--- src/rtl/noise_gen_pkg.sv ---
package noise_gen_pkg;

    typedef enum logic {
        FB_XOR  = 1'b0,
        FB_XNOR = 1'b1
    } fb_pol_e;

    typedef struct packed {
        logic clear;
        logic step;
        logic white;
    } shift_ctrl_t;

    // Feedback value for one step; tap B is gated off outside white mode.
    function automatic logic feedback_bit(input logic tap_a, input logic tap_b,
                                          input logic white, input fb_pol_e pol);
        logic b_term;
        b_term = (pol == FB_XNOR) ? ~tap_b : tap_b;
        return tap_a ^ (b_term & white);
    endfunction

endpackage

--- src/rtl/noise_period_counter.sv ---
module noise_period_counter #(
    parameter int PER_W = 11
) (
    input  logic             clk,
    input  logic             rst,
    input  logic             tick,
    input  logic [PER_W-1:0] period,
    output logic             step
);
    localparam logic [PER_W-1:0] ONE = PER_W'(1);

    logic [PER_W-1:0] cnt_q;

    assign step = tick && (cnt_q <= ONE);

    always_ff @(posedge clk) begin
        if (rst)
            cnt_q <= '0;
        else if (tick) begin
            if (cnt_q <= ONE)
                cnt_q <= period;
            else
                cnt_q <= cnt_q - ONE;
        end
    end

    AST_RELOAD_ON_STEP: assert property (@(posedge clk) disable iff (rst)
        step |=> cnt_q == $past(period));

    AST_TICKLESS_HOLD: assert property (@(posedge clk) disable iff (rst)
        !tick |=> $stable(cnt_q));

    AST_DECREMENT: assert property (@(posedge clk) disable iff (rst)
        (tick && !step) |=> cnt_q == $past(cnt_q) - ONE);

endmodule

--- src/rtl/noise_shift_core.sv ---
module noise_shift_core
    import noise_gen_pkg::*;
#(
    parameter int                LFSR_W     = 17,
    parameter logic [LFSR_W-1:0] TAP_A_MASK = LFSR_W'(4),
    parameter logic [LFSR_W-1:0] TAP_B_MASK = LFSR_W'(8),
    parameter fb_pol_e           POL        = FB_XOR
) (
    input  logic        clk,
    input  logic        rst,
    input  shift_ctrl_t ctrl,
    output logic        lsb_o
);
    localparam logic [LFSR_W-1:0] FB_MASK = {1'b1, {(LFSR_W-1){1'b0}}};

    logic [LFSR_W-1:0] lfsr_q;
    logic [LFSR_W-1:0] lfsr_next;
    logic              tap_a, tap_b, fb;

    always_comb begin
        tap_a     = |(lfsr_q & TAP_A_MASK);
        tap_b     = |(lfsr_q & TAP_B_MASK);
        fb        = feedback_bit(tap_a, tap_b, ctrl.white, POL);
        lfsr_next = lfsr_q >> 1;
        if (fb)
            lfsr_next = lfsr_next | FB_MASK;
    end

    always_ff @(posedge clk) begin
        if (rst || ctrl.clear)
            lfsr_q <= FB_MASK;
        else if (ctrl.step)
            lfsr_q <= lfsr_next;
    end

    assign lsb_o = lfsr_q[0];

    AST_CLEAR_LOADS_SEED: assert property (@(posedge clk) disable iff (rst)
        ctrl.clear |=> lfsr_q == FB_MASK);

    AST_IDLE_HOLDS: assert property (@(posedge clk) disable iff (rst)
        (!ctrl.clear && !ctrl.step) |=> $stable(lfsr_q));

    AST_SHIFT_RIGHT: assert property (@(posedge clk) disable iff (rst)
        (ctrl.step && !ctrl.clear) |=> lfsr_q[LFSR_W-2:0] == $past(lfsr_q[LFSR_W-1:1]));

    AST_RING_RECIRC: assert property (@(posedge clk) disable iff (rst)
        (ctrl.step && !ctrl.clear && !ctrl.white)
            |=> lfsr_q[LFSR_W-1] == $past(tap_a));

endmodule

--- src/rtl/noise_lfsr_gen.sv ---
module noise_lfsr_gen
    import noise_gen_pkg::*;
#(
    parameter int                LFSR_W        = 17,
    parameter logic [LFSR_W-1:0] TAP_A_MASK    = LFSR_W'(4),
    parameter logic [LFSR_W-1:0] TAP_B_MASK    = LFSR_W'(8),
    parameter bit                XNOR_FEEDBACK = 1'b0,
    parameter int                PER_W         = 11
) (
    input  logic             clk,
    input  logic             rst,
    input  logic             tick,
    input  logic [PER_W-1:0] period,
    input  logic             white_mode,
    input  logic             lfsr_clear,
    output logic             noise_out
);
    localparam fb_pol_e POL = XNOR_FEEDBACK ? FB_XNOR : FB_XOR;

    logic        step;
    shift_ctrl_t ctrl;

    noise_period_counter #(.PER_W(PER_W)) u_counter (
        .clk    (clk),
        .rst    (rst),
        .tick   (tick),
        .period (period),
        .step   (step)
    );

    assign ctrl = '{clear: lfsr_clear, step: step, white: white_mode};

    noise_shift_core #(
        .LFSR_W     (LFSR_W),
        .TAP_A_MASK (TAP_A_MASK),
        .TAP_B_MASK (TAP_B_MASK),
        .POL        (POL)
    ) u_core (
        .clk   (clk),
        .rst   (rst),
        .ctrl  (ctrl),
        .lsb_o (noise_out)
    );

    AST_NO_TICK_NO_CHANGE: assert property (@(posedge clk) disable iff (rst)
        (!tick && !lfsr_clear) |=> $stable(noise_out));

endmodule

--- config.mk ---
export PLATFORM = sky130hd
export DESIGN_NAME = noise_lfsr_gen
export DESIGN_NICKNAME = d
export VERILOG_FILES = /design/src/rtl/noise_gen_pkg.sv /design/src/rtl/noise_period_counter.sv /design/src/rtl/noise_shift_core.sv /design/src/rtl/noise_lfsr_gen.sv
export SDC_FILE = /design/constraint.sdc
export NUM_CORES = 1
export LEC_CHECK = 0
export BUFFER_PORTS_ARGS = -buffer_cell sky130_fd_sc_hd__buf_2
export CORE_ASPECT_RATIO = 1.5
export CORE_MARGIN = 2
export CORE_UTILIZATION = 55
export CTS_CLUSTER_SIZE = 16
export DETAILED_ROUTE_END_ITERATION = 7
export HOLD_SLACK_MARGIN = 0.02
export PLACE_DENSITY = 0.85
export RECOVER_POWER = 100
export SLEW_MARGIN = 25
export SYNTH_ARGS = -nofsm -noshare
export SYNTH_HDL_FRONTEND = slang
export SYNTH_SLANG_ARGS = --single-unit
--- constraint.sdc ---
create_clock -name clk -period 2.3 [get_ports clk]
set_clock_uncertainty 0.1 [all_clocks]
set_input_delay 0.115 -clock clk [delete_from_list [all_inputs] [get_ports clk]]
set_output_delay 0.115 -clock clk [all_outputs]
set_load 0.05 [all_outputs]
==> results.rst <==
.. list-table::
   :header-rows: 1

   * - Metric
     - Value
   * - Result of the run
     - complete, no violations
   * - Initial standard-cell utilization of the core
     - 0.564
   * - Maximum number of pins on one net before global-route repair
     - 19
   * - Multi-input gate area in the final layout
     - about 730 sq um
   * - Vert. Die Dim
     - roughly 65 um
   * - Number of endpoints failing setup at the final stage
     - 0
   * - Class of the most critical hold timing path
     - in -> reg
   * - Total negative setup slack
     - 0 ps
   * - Number of design-rule violations left by the first detailed-router iteration
     - 35
   * - CP required
     - between 2000 and 2500 ps
   * - Synthesized cell area
     - around 1400 sq um
   * - Sequential share of the synthesized area
     - 0.415
   * - Unrepaired setup endpoints after global routing
     - false
   * - Top achievable clock speed
     - a little under 0.5 GHz
   * - VDD IR-drop max
     - around 0.68 mV
   * - Clock-pin slew on the worst setup and hold paths
     - around 150 ps
   * - Net total in the final layout
     - between 200 and 250
   * - CTS H-tree lvls
     - 1
   * - Min cycle time layout
     - approximately 2100 ps
   * - Core area
     - around 2400 sq um
   * - Area occupied by registers
     - 561 sq um
   * - Final Non-Filler Cells
     - between 200 and 250
   * - Power per cell area
     - 1220 nW/um^2
   * - Max-cap violation count
     - 0
   * - Synth top area share
     - 0.415
   * - Startpoint Class
     - register
   * - Global-route wire length before repair
     - around 4.8 mm
   * - Initial antenna violation count
     - 0
   * - Average cell area after synthesis
     - between 8 and 9 sq um
   * - Cell leakage power
     - roughly 0.55 nW
   * - Final hold vios
     - 0
   * - Critical path class
     - reg -> reg
   * - Number of enable-type register cells in the synthesized netlist
     - 0
   * - Power consumption
     - about 1.9 mW
   * - Final hold slack
     - roughly 40 ps
   * - Total wire length after detailed routing
     - roughly 2.8 mm
   * - Placer congestion estimate
     - slightly above 0.9
   * - Cell at the slowest stage of the critical path
     - sky130_fd_sc_hd__or4b_1
   * - Port-buffer cells
     - 16
   * - Most numerous cell in the Yosys netlist
     - sky130_fd_sc_hd__nand2_1
   * - Final HPWL from detailed placement
     - roughly 2.0 mm
   * - Worst-path maximum fanout
     - 17
   * - Wire length per cell after detailed routing
     - 13.2 um
   * - Horizontal extent of the die
     - between 40 and 50 um
   * - Clock tree from TritonCTS
     - done
   * - Crit end category
     - register
   * - Number of inserted diodes
     - 0
   * - Commonest cells in the netlist
     - sky130_fd_sc_hd__nand2_1 (39), sky130_fd_sc_hd__dfxtp_1 (28), sky130_fd_sc_hd__a21oi_1 (14), sky130_fd_sc_hd__a21oi_2 (9), sky130_fd_sc_hd__nor2_1 (7)
   * - Via count
     - between 1,000 and 1,500
   * - Clock insertion delay at the later pin of the skew report
     - roughly 330 ps
   * - Final design instance area without fill
     - between 1500 and 2000 sq um
   * - Post-DRT Antenna Nets
     - 0
   * - Most used flip-flop cell after synthesis
     - sky130_fd_sc_hd__dfxtp_1
   * - Post-route DRC
     - 0
   * - Via density per instance
     - 5.97
   * - Pins Over Slew Limit
     - 0
   * - Unique cell type count in the Yosys netlist
     - 39
   * - Post-layout utilization of the core
     - 0.652
   * - Post-synthesis sequential element count
     - 28
   * - Synth async-reset ratio
     - 0
   * - Relative slew margins
     - 0.611
   * - Number of global-route vias before repair
     - around 1,200
   * - Area delta synth->final
     - 15.6%
   * - Detailed-routing iteration count for the pre-antenna-repair pass
     - 4
   * - Cell area after placement
     - 1450 sq um
   * - Share of the cycle needed by the critical path after routing
     - 0.896
   * - Post-CTS Setup Bufs
     - 0
   * - Filler Cell Count
     - ~210
   * - Cells after synthesis
     - around 170
   * - Clock tree buffer depth
     - 2
   * - Synth area leaders
     - sky130_fd_sc_hd__dfxtp_1 (41%), sky130_fd_sc_hd__nand2_1 (11%), sky130_fd_sc_hd__a21oi_2 (5.8%)
   * - DP Cell Count
     - ~200
   * - Synth Net Count
     - 183
   * - Data arrival at the endpoint of the critical path
     - approximately 2200 ps
   * - Share of layout cells above drive strength 1
     - 0.153
   * - Total number of clock tree sinks
     - 28
   * - Transition time of the tightest slew-check pin
     - about 590 ps
   * - Minimum setup slack in the final design
     - ~240 ps
   * - Ports
     - 17
   * - Delay contributed by the slowest stage of the critical path
     - about 690 ps
   * - Root buffer cell
     - sky130_fd_sc_hd__clkbuf_4
   * - Yosys top cell by area
     - sky130_fd_sc_hd__dfxtp_1
   * - Total global-route track usage
     - 0.221
   * - Overall die area
     - 2880 sq um
   * - Yosys synthesis warning count
     - 0
   * - CP cell instances
     - or4b_1 > nor4_4 > clkbuf_2 > nand2_1 > a21oi_1
   * - Total congestion overflow after global routing
     - 0
   * - Post-place setup slack
     - a little under 400 ps
   * - Total CTS buffers
     - 3
   * - Floorplan row count
     - 22
-- worst max-delay path: cells and delay by family (launching register included) --
family                 cells  cell delay, ps
flip-flops                 1             370
buffers and inverters      1             320
AO/OA/AOI/OAI              1             170
AND/OR/NAND/NOR            3            1020
-- state kept, by name, indices dropped and copies added, names as in the netlist --
signal / flops
u_counter.cnt_q: 11
u_core.lfsr_q: 17
-- power breakdown --
group	switching (mW)	total, mW	leakage, nW	internal (mW)
clock	0.145	0.321	0.0279	0.176
sequential	0.105	0.674	0.227	0.569
combinational	0.553	0.911	0.298	0.358
-- layer usage --
metal	global-route usage	vias to the layer above	share of wire
li1	-	636	-
met1	0.228	587	0.39
met2	0.400	38	0.55
met3	0.0279	10	0.031
met4	0.129	0	0.029
met5	0	-	0
-- cells by family after synthesis --
kind of cell,count (synthesis),synth area share
flip-flops,28,0.415
multiplexers,3,0.0222
AND/OR/NAND/NOR,82,0.306
AO/OA/AOI/OAI,39,0.197
XOR/XNOR,1,0.00648
buffers and inverters,10,0.0352
adder cells (fa/ha/maj),2,0.0185
-- path summary, 6_finish.rpt --
check | cells past startpoint | endpoint | from | slack, ps
worst min-delay path | 4 | u_counter.cnt_q[10] | period[10] | 40
worst max register to register | 5 | u_core.lfsr_q[12] | u_counter.cnt_q[4] | 240
worst min register to register | 2 | u_core.lfsr_q[7] | u_core.lfsr_q[8] | 360
worst max-delay path | 5 | u_core.lfsr_q[12] | u_counter.cnt_q[4] | 240
-- what timing repair did --
action | in CTS | in global routing
resized for setup | 0 | 0
hold endpoints to repair | 10 | 0
hold buffers | 8 | 0
-- layout make-up --
| cell class | instances | share of cell area |
|---|---|---|
| inverters | 2 | 0.00481 |
| flip-flops and latches | 28 | 0.359 |
| clock inverters | 1 | 0.0192 |
| clock buffers | 3 | 0.0144 |
| multi-input cells | 127 | 0.466 |
| well taps | 24 | 0.0192 |
| repair buffers | 28 | 0.117 |
-- placed cells by master, fill, tap and decap left out, types with 3 or more instances in the layout --
master	count
sky130_fd_sc_hd__a21oi_1	18
sky130_fd_sc_hd__a21oi_2	5
sky130_fd_sc_hd__buf_2	15
sky130_fd_sc_hd__clkbuf_4	3
sky130_fd_sc_hd__dfxtp_1	28
sky130_fd_sc_hd__dlygate4sd3_1	8
sky130_fd_sc_hd__mux2i_1	3
sky130_fd_sc_hd__nand2_1	39
sky130_fd_sc_hd__nand3_1	6
sky130_fd_sc_hd__nor2_1	7
sky130_fd_sc_hd__nor3_1	6
sky130_fd_sc_hd__o21ai_0	4
sky130_fd_sc_hd__or3_1	5
(Power assumes the default switching activity.)
